===== src/rtl/gcd_pkg.sv =====
package gcd_pkg;
  localparam int BIT_SINGLE_WR = 9;
  localparam int BIT_TEST_HI   = 8;
  localparam int BIT_TEST_LO   = 7;
  localparam int BIT_SEL_COLOR = 6;
  localparam int BIT_SEL_MASK  = 5;
  localparam int MIN_ADDR_W    = 10;

  typedef enum logic [2:0] {
    CMD_DESEL,
    CMD_NOP,
    CMD_MODE_LD,
    CMD_SPEC_LD,
    CMD_OTHER
  } gcd_cmd_e;
endpackage


===== src/rtl/gcd_cmd_decode.sv =====
module gcd_cmd_decode
  import gcd_pkg::*;
(
  input  logic     cs_n,
  input  logic     ras_n,
  input  logic     cas_n,
  input  logic     we_n,
  input  logic     dsf,
  output gcd_cmd_e cmd
);
  always_comb begin
    if (cs_n) begin
      cmd = CMD_DESEL;
    end else begin
      unique casez ({ras_n, cas_n, we_n, dsf})
        4'b111?: cmd = CMD_NOP;
        4'b0000: cmd = CMD_MODE_LD;
        4'b0001: cmd = CMD_SPEC_LD;
        default: cmd = CMD_OTHER;
      endcase
    end
  end
endmodule


===== src/rtl/gcd_mode_reg.sv =====
module gcd_mode_reg (
  input  logic       clk,
  input  logic       rst,
  input  logic       load_en,
  input  logic       wr_sel,
  input  logic [1:0] test_sel,
  output logic       single_write,
  output logic [1:0] test_mode
);
  always_ff @(posedge clk) begin
    if (rst) begin
      single_write <= 1'b0;
      test_mode    <= 2'b00;
    end else if (load_en) begin
      single_write <= wr_sel;
      test_mode    <= test_sel;
    end
  end

  AST_MODE_HOLD: assert property (@(posedge clk) disable iff (rst)
    ($past(!load_en) && $past(!rst)) |-> ($stable(single_write) && $stable(test_mode)));
  AST_MODE_LOAD: assert property (@(posedge clk) disable iff (rst)
    ($past(load_en) && $past(!rst)) |-> (single_write == $past(wr_sel) && test_mode == $past(test_sel)));
endmodule


===== src/rtl/gcd_special_regs.sv =====
module gcd_special_regs #(
  parameter int DATA_W = 32
) (
  input  logic              clk,
  input  logic              rst,
  input  logic              load_en,
  input  logic              sel_color,
  input  logic              sel_mask,
  input  logic [DATA_W-1:0] dq,
  output logic [DATA_W-1:0] color_q,
  output logic [DATA_W-1:0] mask_q,
  output logic              illegal_q
);
  logic color_we, mask_we, clash;

  always_comb begin
    clash    = load_en && sel_color && sel_mask;
    color_we = load_en && sel_color && !sel_mask;
    mask_we  = load_en && sel_mask && !sel_color;
  end

  always_ff @(posedge clk) begin
    if (rst) begin
      color_q   <= '0;
      mask_q    <= '0;
      illegal_q <= 1'b0;
    end else begin
      illegal_q <= clash;
      if (color_we) color_q <= dq;
      if (mask_we)  mask_q  <= dq;
    end
  end

  AST_COLOR_LOAD: assert property (@(posedge clk) disable iff (rst)
    $past(load_en && sel_color && !sel_mask && !rst) |-> (color_q == $past(dq) && $stable(mask_q)));
  AST_MASK_LOAD: assert property (@(posedge clk) disable iff (rst)
    $past(load_en && sel_mask && !sel_color && !rst) |-> (mask_q == $past(dq) && $stable(color_q)));
  AST_ILLEGAL_NO_WRITE: assert property (@(posedge clk) disable iff (rst)
    (illegal_q && $past(!rst)) |-> ($stable(color_q) && $stable(mask_q)));
endmodule


===== src/rtl/gfx_cmd_decoder.sv =====
module gfx_cmd_decoder
  import gcd_pkg::*;
#(
  parameter int ADDR_W = 10,
  parameter int DATA_W = 32
) (
  input  logic              clk,
  input  logic              rst,
  input  logic              cs_n,
  input  logic              ras_n,
  input  logic              cas_n,
  input  logic              we_n,
  input  logic              dsf,
  input  logic [ADDR_W-1:0] addr,
  input  logic [DATA_W-1:0] dq,
  output logic [DATA_W-1:0] color_q,
  output logic [DATA_W-1:0] mask_q,
  output logic              single_write,
  output logic [1:0]        test_mode,
  output logic              illegal
);
  localparam int SPARE_W = BIT_SEL_MASK;

  gcd_cmd_e cmd;
  logic     unused_addr_bits;

  if (ADDR_W < MIN_ADDR_W) begin : g_bad_width
    initial $display("gfx_cmd_decoder: ADDR_W below %0d", MIN_ADDR_W);
  end

  if (ADDR_W > MIN_ADDR_W) begin : g_wide_addr
    assign unused_addr_bits = ^{addr[ADDR_W-1:MIN_ADDR_W], addr[SPARE_W-1:0]};
  end else begin : g_exact_addr
    assign unused_addr_bits = ^addr[SPARE_W-1:0];
  end

  gcd_cmd_decode u_dec (
    .cs_n (cs_n),
    .ras_n(ras_n),
    .cas_n(cas_n),
    .we_n (we_n),
    .dsf  (dsf),
    .cmd  (cmd)
  );

  gcd_mode_reg u_mode (
    .clk         (clk),
    .rst         (rst),
    .load_en     (cmd == CMD_MODE_LD),
    .wr_sel      (addr[BIT_SINGLE_WR]),
    .test_sel    (addr[BIT_TEST_HI:BIT_TEST_LO]),
    .single_write(single_write),
    .test_mode   (test_mode)
  );

  gcd_special_regs #(.DATA_W(DATA_W)) u_spec (
    .clk      (clk),
    .rst      (rst),
    .load_en  (cmd == CMD_SPEC_LD),
    .sel_color(addr[BIT_SEL_COLOR]),
    .sel_mask (addr[BIT_SEL_MASK]),
    .dq       (dq),
    .color_q  (color_q),
    .mask_q   (mask_q),
    .illegal_q(illegal)
  );

  AST_DESELECT_QUIET: assert property (@(posedge clk) disable iff (rst)
    ($past(cs_n) && $past(!rst)) |-> ($stable(color_q) && $stable(mask_q) && $stable(single_write)
                                      && $stable(test_mode) && !illegal));
  AST_ILLEGAL_CAUSE: assert property (@(posedge clk) disable iff (rst)
    illegal |-> $past(!cs_n && !ras_n && !cas_n && !we_n && dsf
                      && addr[BIT_SEL_COLOR] && addr[BIT_SEL_MASK]));
endmodule


===== config.mk =====
export PLATFORM = sky130hd
export DESIGN_NAME = gfx_cmd_decoder
export DESIGN_NICKNAME = d
export VERILOG_FILES = /design/src/rtl/gcd_pkg.sv /design/src/rtl/gcd_cmd_decode.sv /design/src/rtl/gcd_mode_reg.sv /design/src/rtl/gcd_special_regs.sv /design/src/rtl/gfx_cmd_decoder.sv
export SDC_FILE = /design/constraint.sdc
export NUM_CORES = 1
export LEC_CHECK = 0
export ABC_CLOCK_PERIOD_IN_PS = 2610
export BUFFER_PORTS_ARGS = -buffer_cell sky130_fd_sc_hd__buf_4
export CAP_MARGIN = 25
export CORE_UTILIZATION = 25
export CTS_CLUSTER_DIAMETER = 80
export DETAILED_ROUTE_END_ITERATION = 10
export PLACE_DENSITY = 0.56
export SYNTH_ARGS = -nofsm -noshare
export SYNTH_HDL_FRONTEND = slang
export SYNTH_SLANG_ARGS = --single-unit

===== constraint.sdc =====
create_clock -name clk -period 2.61 [get_ports clk]
set_input_delay 0.522 -clock clk [delete_from_list [all_inputs] [get_ports clk]]
set_output_delay 0.522 -clock clk [all_outputs]
set_load 0.1 [all_outputs]

==> implementation parameters, run 1 <==
Parameter                              Value

Finish
  Final standard cell utilization of the core    0.3741
  Number of inserted diodes    0
  Fillers    1135
  Layout cell share with drive strength beyond 1    0.3268
  Commonest cells after routing, fill and taps aside    sky130_fd_sc_hd__buf_4 (114), sky130_fd_sc_hd__dfxtp_1 (68), sky130_fd_sc_hd__o21ai_0 (67), sky130_fd_sc_hd__nand2b_1 (64)
  Post-route cell area    4091 µm²
  Layout Nets    452
  Most frequent standard cell in the layout excluding fill and tap cells    sky130_fd_sc_hd__buf_4
  Area added between synthesis and finish    44.31%

Placement
  Last weighted congestion value of the routability-driven placer    0.6863
  Placed cell area    3766 µm²
  Port Buf Inserts    111
  Final HPWL from detailed placement    4820 µm

Detailed routing
  Sum of routed wire length over all layers    7412 µm
  Average wire per standard cell    13.55 µm
  Overall via count from detail_route    2413
  DRT antenna net count    0
  Average via count per standard cell    4.411
  Number of detailed-route iterations in the first pass    4
  1st-iter DRT viols    67
  Total DRC errors in the routed layout    0

STA
  Setup repair after global routing missed its margin    false
  Maximum clock rate    508.9 MHz
  Pin slew with the least headroom to its limit    819.2 ps
  Setup Skew    0 ps
  Final number of max-transition violations    0
  Fin crit period    1965 ps
  Final hold violations    0
  TNS Setup    0 ps
  Relative slew slack    0.4538
  Share of the cycle needed by the critical path after routing    0.7529
  Number of setup violations in the final report    0
  Worst hold margin    473.2 ps

Hold path
  Terminating pin of the worst hold path    u_mode.test_mode[0]
  Path type of the worst min-delay path    input port to flip-flop
  Worst Hold Depth    3
  Worst hold start    addr[7]

GRT
  Antenna violations before repair    0
  Pin count of the biggest net entering global routing    101
  Wire length of the first global-routing pass    11530 µm
  Total overflow reported by the global router    0
  GRT Overall Usage    0.1296
  Via count of the first global-routing pass    2289

Pwr
  Internal power component    1998 µW
  Switching share of power    0.2137
  Total net switching power    543.2 µW
  Leak pwr    0.001797 µW
  Combinational power share    0.066
  Power per cell area    621.2 nW/µm²
  Clk network pwr share    0.523
  Sequential fraction of design power    0.411
  Peak supply drop    0.2612 mV

Yosys
  Count of cell types in the netlist    18
  Syn. warnings    0
  Post-synthesis cell count    301
  Post-synthesis sequential area ratio    0.4801
  Yosys reg bits    68
  Cell Area, Synth    2835 µm²
  Number of nets produced by synthesis    350
  Avg Inst Size Synth    9.419 µm²

CTS
  Clock tree from TritonCTS    yes
  CTS Hold Buffers Added    0
  CTS buffer count    9
  Cells resized by post-CTS repair    0
  H-tree levels    3
  Maximum clock path buffer count    2
  Clk sink count    68
  Clock insertion delay at the later pin of the skew report    320 ps
  # Post-CTS Setup Buffers    0
  Root buffer cell    sky130_fd_sc_hd__clkbuf_16
  Clock-pin slew of the registers on the worst-case setup and hold paths    60 ps

Setup path
  Setup Crit Path Kind    input port to flip-flop
  Top fanout value on the critical path    15
  Worst reg2reg path endpoint    u_spec.mask_q[14]
  Cell with the largest stage delay on the worst path    sky130_fd_sc_hd__or4_4
  Series of cell instances along the critical path    buf_4 > or4_4 > or3_1 > buf_12 > mux2i_1
  Data arrival, critical path    2180 ps
  Required time of the critical path    2820 ps
  Worst reg2reg startpoint    u_spec.mask_q[14]
  Startpoint type of the worst setup path    input port
  Kind of end point of the critical path    flip-flop
  Max incr delay on CP    620 ps
  Buffers & Inverters on Critical Path    2
  Setup slack of the worst register-to-register path    1840 ps
  Number of cells traversed by the worst register-to-register path    3
  Cell family with the largest share of critical-path delay    simple AND/OR/NAND/NOR gates

Die
  Core area    10940 µm²
  Number of standard-cell rows in the floorplan    38
  Overall die area    11770 µm²
  Initial cell density of the core    0.2593
  DIE WIDTH    108.5 µm
  Die boundary height    108.5 µm
  Boundary pin count    117

Job
  Max-cap viol count    0

Outcome
  Result of the run    finished clean
-- cell usage after synthesis, drive strengths merged --
master / n / area [µm²]
nand2b: 64 / 400.4
nand2: 1 / 3.750
nor4b: 1 / 8.760
nor2b: 32 / 200.2
mux2i: 32 / 320.3
nor4: 1 / 6.260
or2: 1 / 6.260
dfxtp: 68 / 1361
clkbuf: 20 / 75.07
nor3: 1 / 10.01
a21oi: 3 / 15.01
o21ai: 67 / 335.3
or4: 1 / 11.26
or3: 1 / 6.260
nand3b: 4 / 30.03
buf: 4 / 45.04
-- cells by family (layout without fill, tap and decap cells) --
logic type	after synthesis	in the layout	share of synthesized area
simple gates	107	107	0.2410
compound gates	70	70	0.1236
flops	68	68	0.4801
mux	32	32	0.1130
buf+inv	24	130	0.04236
-- worst register-to-register path, stage by stage (launching register included) --
cell and delay, ps:
sky130_fd_sc_hd__dfxtp_1 310, sky130_fd_sc_hd__nor2b_1 120, sky130_fd_sc_hd__o21ai_0 110, sky130_fd_sc_hd__o21ai_0 100
-- through the flow --
step	power [µW]	setup WS, ps	std cells
floorplan	1164	534.5	301
global placement	1236	284.5	532
detailed placement	1238	284.5	532
CTS	2579	628.8	547
global route	2634	566.7	547
finish	2542	644.8	547
-- state kept, by name, summed over array words and instances (netlist names) --
register             cells
u_spec.color_q          32
u_spec.illegal_q         1
u_spec.mask_q           32
u_mode.single_write      1
u_mode.test_mode         2
-- final cells by class --
| type | instances | area (µm²) | share of cell area |
|---|---|---|---|
| clock inverters | 4 | 72.57 | 0.01774 |
| well taps | 140 | 175.2 | 0.04281 |
| multi-input cells | 209 | 1354 | 0.3309 |
| repair buffers | 115 | 875.8 | 0.2141 |
| clock buffers | 11 | 252.7 | 0.06177 |
| flip-flops and latches | 68 | 1361 | 0.3327 |
-- power groups by stage --
| stage | clock network (µW) | registers [µW] | logic [µW] |
|---|---|---|---|
| 2_1_floorplan | 0 | 1100 | 62.5 |
| 3_3_place_gp | 0 | 1070 | 168 |
| 3_5_place_dp | 0 | 1070 | 171 |
| 4_1_cts | 1360 | 1050 | 171 |
| 5_1_grt | 1410 | 1050 | 183 |
| 6_report | 1330 | 1050 | 168 |
-- worst max-delay path by stage --
stage | start | endpoint | slack (ps) | cells past startpoint
finish | ras_n | u_spec.color_q[12] | 640 | 5
global route | ras_n | u_spec.color_q[5] | 570 | 5
CTS | ras_n | u_spec.color_q[7] | 630 | 5
detailed placement | ras_n | u_spec.color_q[12] | 280 | 5
global placement | ras_n | u_spec.color_q[10] | 280 | 5
floorplan | ras_n | u_spec.color_q[10] | 530 | 6
-- routing by layer --
layer,track usage,share of wire,vias to the layer above
li1,-,-,1212
met1,0.1556,0.44,1123
met2,0.2075,0.47,68
met3,0.04461,0.065,10
met4,0.05888,0.017,0
met5,0,0,-
Power figures use the tool's default switching activity.
==> inputs of run 2 (changes only) <==
--- a/config.mk
+++ b/config.mk
@@ -5,13 +5,13 @@
 export SDC_FILE = /design/constraint.sdc
 export NUM_CORES = 1
 export LEC_CHECK = 0
-export ABC_CLOCK_PERIOD_IN_PS = 2610
+export ABC_CLOCK_PERIOD_IN_PS = 1600
 export BUFFER_PORTS_ARGS = -buffer_cell sky130_fd_sc_hd__buf_4
 export CAP_MARGIN = 25
 export CORE_UTILIZATION = 25
 export CTS_CLUSTER_DIAMETER = 80
 export DETAILED_ROUTE_END_ITERATION = 10
-export PLACE_DENSITY = 0.56
+export PLACE_DENSITY = 0.58
 export SYNTH_ARGS = -nofsm -noshare
 export SYNTH_HDL_FRONTEND = slang
 export SYNTH_SLANG_ARGS = --single-unit
==> constraint.sdc (replaced) <==
create_clock -name clk -period 1.6 [get_ports clk]
set_input_delay 0.32 -clock clk [delete_from_list [all_inputs] [get_ports clk]]
set_output_delay 0.32 -clock clk [all_outputs]
set_load 0.1 [all_outputs]
==> run 2 against run 1 <==
  * Critical path depth is the same
  * Register-to-register slack lost 1000 ps
  * Critical path type unchanged
  * Clock-buffer cell count shrank 2
  * Clock skew is the same
  * Worst setup slack lost 580 ps
  * Sequential share of layout area shrank 0.79 points
  * Combinational power grew 68%
  * Total power grew 73%
  * Clock power grew 81%
==> implementation parameters, run 2 (synthesized netlist as in run 1, its figures left out) <==
Parameter                              Value

Finish
  Commonest cells after routing, fill and taps aside    sky130_fd_sc_hd__buf_4 (117), sky130_fd_sc_hd__dfxtp_1 (68), sky130_fd_sc_hd__o21ai_0 (67), sky130_fd_sc_hd__nand2b_1 (64)
  Registers with the most flip-flops    u_spec.color_q (32), u_spec.mask_q (32), u_mode.test_mode (2)
  Number of inserted diodes    0
  Seq. cell area    1361 µm²
  Most frequent standard cell in the layout excluding fill and tap cells    sky130_fd_sc_hd__buf_4
  Area added between synthesis and finish    47.84%
  Fillers    1119
  Layout Nets    457
  Layout cell share with drive strength beyond 1    0.3350
  Multi-input gate area    1354 µm²
  Non-filler cells in the finished layout    552

Setup path
  Startpoint type of the worst setup path    input port
  Number of cells traversed by the worst register-to-register path    3
  Required time of the critical path    1810 ps
  Data arrival, critical path    1750 ps
  Worst reg2reg path endpoint    u_spec.mask_q[27]
  Setup Crit Path Kind    input port to flip-flop
  Worst reg2reg startpoint    u_spec.mask_q[27]
  Setup slack of the worst register-to-register path    840 ps
  Worst Setup SP    ras_n
  Kind of end point of the critical path    flip-flop
  Top fanout value on the critical path    14

STA
  TNS Setup    0 ps
  Maximum clock rate    650.3 MHz
  Final hold violations    0
  Number of setup violations in the final report    0
  Pin slew with the least headroom to its limit    509.0 ps
  Share of the cycle needed by the critical path after routing    0.9610
  Setup Skew    0 ps
  Final number of max-transition violations    0
  Relative slew slack    0.6575
  Fin crit period    1538 ps
  Setup repair after global routing missed its margin    false
  Worst hold margin    272.3 ps

GRT
  Pin count of the biggest net entering global routing    101
  Antenna violations before repair    0
  Wire length of the first global-routing pass    11720 µm
  GRT Overall Usage    0.1315
  Total overflow reported by the global router    0
  Via count of the first global-routing pass    2315

Detailed routing
  Average wire per standard cell    13.49 µm
  1st-iter DRT viols    93
  Number of detailed-route iterations in the first pass    4
  Overall via count from detail_route    2388
  DRT antenna net count    0
  Total DRC errors in the routed layout    0
  Sum of routed wire length over all layers    7446 µm
  Average via count per standard cell    4.326

Die
  Boundary pin count    117
  Core area    10940 µm²
  Initial cell density of the core    0.2593
  Die boundary height    108.5 µm
  Number of standard-cell rows in the floorplan    38
  Overall die area    11770 µm²
  DIE WIDTH    108.5 µm

Pwr
  Power per cell area    1048 nW/µm²
  Total design power    4394 µW
  Total net switching power    889.2 µW
  Internal power component    3504 µW
  Combinational power share    0.064
  Clk network pwr share    0.548
  Leak pwr    0.001844 µW
  Sequential fraction of design power    0.388
  Peak supply drop    0.5644 mV
  Switching share of power    0.2024

Hold path
  Terminating pin of the worst hold path    u_mode.single_write
  Path type of the worst min-delay path    input port to flip-flop
  Worst hold start    addr[9]
  Worst Hold Depth    3

CTS
  Clock insertion delay at the later pin of the skew report    320 ps
  CTS Hold Buffers Added    0
  Cells resized by post-CTS repair    0
  H-tree levels    3
  Clock tree from TritonCTS    yes
  Root buffer cell    sky130_fd_sc_hd__clkbuf_16
  Clk sink count    68
  Maximum clock path buffer count    2
  # Post-CTS Setup Buffers    0
  CTS buffer count    9
  Clock-pin slew of the registers on the worst-case setup and hold paths    60 ps

Outcome
  Result of the run    finished clean

Placement
  Last weighted congestion value of the routability-driven placer    0.6994
  Port Buf Inserts    111
  Cell total after placement    537
  Final HPWL from detailed placement    5001 µm

Job
  Max-cap viol count    0
[run 2: cell count changes in the layout (fill, tap and decap cells not counted), sizes merged]
| cell | delta |
|---|---|
| buf | +5 |
| bufinv | +2 |
| clkbuf | -2 |
| clkinv | +1 |
| clkinvlp | -1 |
[run 2: area by class of cell]
| class | count | area share |
|---|---|---|
| Tap cell | 140 | 0.04179 |
| Timing Repair Buffer | 120 | 0.2239 |
| Clock buffer | 9 | 0.05373 |
| Sequential cell | 68 | 0.3248 |
| Clock inverter | 6 | 0.03284 |
| Multi-Input combinational cell | 209 | 0.3230 |
[run 2: worst max-delay path by stage]
stage                     cells past startpoint  slack [ps]            endpoint
after floorplan                               6        -270  u_spec.color_q[10]
after global placement                        5        -270  u_spec.color_q[10]
after detailed placement                      5        -290  u_spec.color_q[10]
after CTS                                     5          60  u_spec.color_q[10]
after global routing                          5          30   u_spec.mask_q[27]
final                                         5          60  u_spec.color_q[10]
[run 2: critical path, cell delays in order]
cell and delay, ps:
sky130_fd_sc_hd__buf_4 110, sky130_fd_sc_hd__or4_4 570, sky130_fd_sc_hd__or3_1 430, sky130_fd_sc_hd__buf_12 190, sky130_fd_sc_hd__mux2i_1 120
[run 2: per-stage QoR]
stage               setup WS, ps  cell area [µm²]  utilization
finish                     62.32             4192       0.3833
global route               26.07             4192       0.3833
CTS                        59.51             4192       0.3833
detailed placement        -285.4             3829       0.3501
global placement          -272.3             3829       0.3501
floorplan                 -273.5             2835            -
[run 2: per-layer routing]
layer / up-vias / global-route usage / wire [µm]
li1: 1221 / - / -
met1: 1093 / 0.1530 / 3222
met2: 66 / 0.2220 / 3663
met3: 8 / 0.04280 / 479
met4: 0 / 0.05212 / 80
met5: - / 0 / 0
[run 2: power groups by stage]
| stage | combinational, µW | clock [µW] | sequential (µW) |
|---|---|---|---|
| 2_1_floorplan | 102 | 0 | 1800 |
| 6_report | 283 | 2410 | 1700 |
| 5_1_grt | 306 | 2550 | 1700 |
| 3_5_place_dp | 286 | 0 | 1740 |
| 4_1_cts | 286 | 2480 | 1700 |
| 3_3_place_gp | 283 | 0 | 1740 |
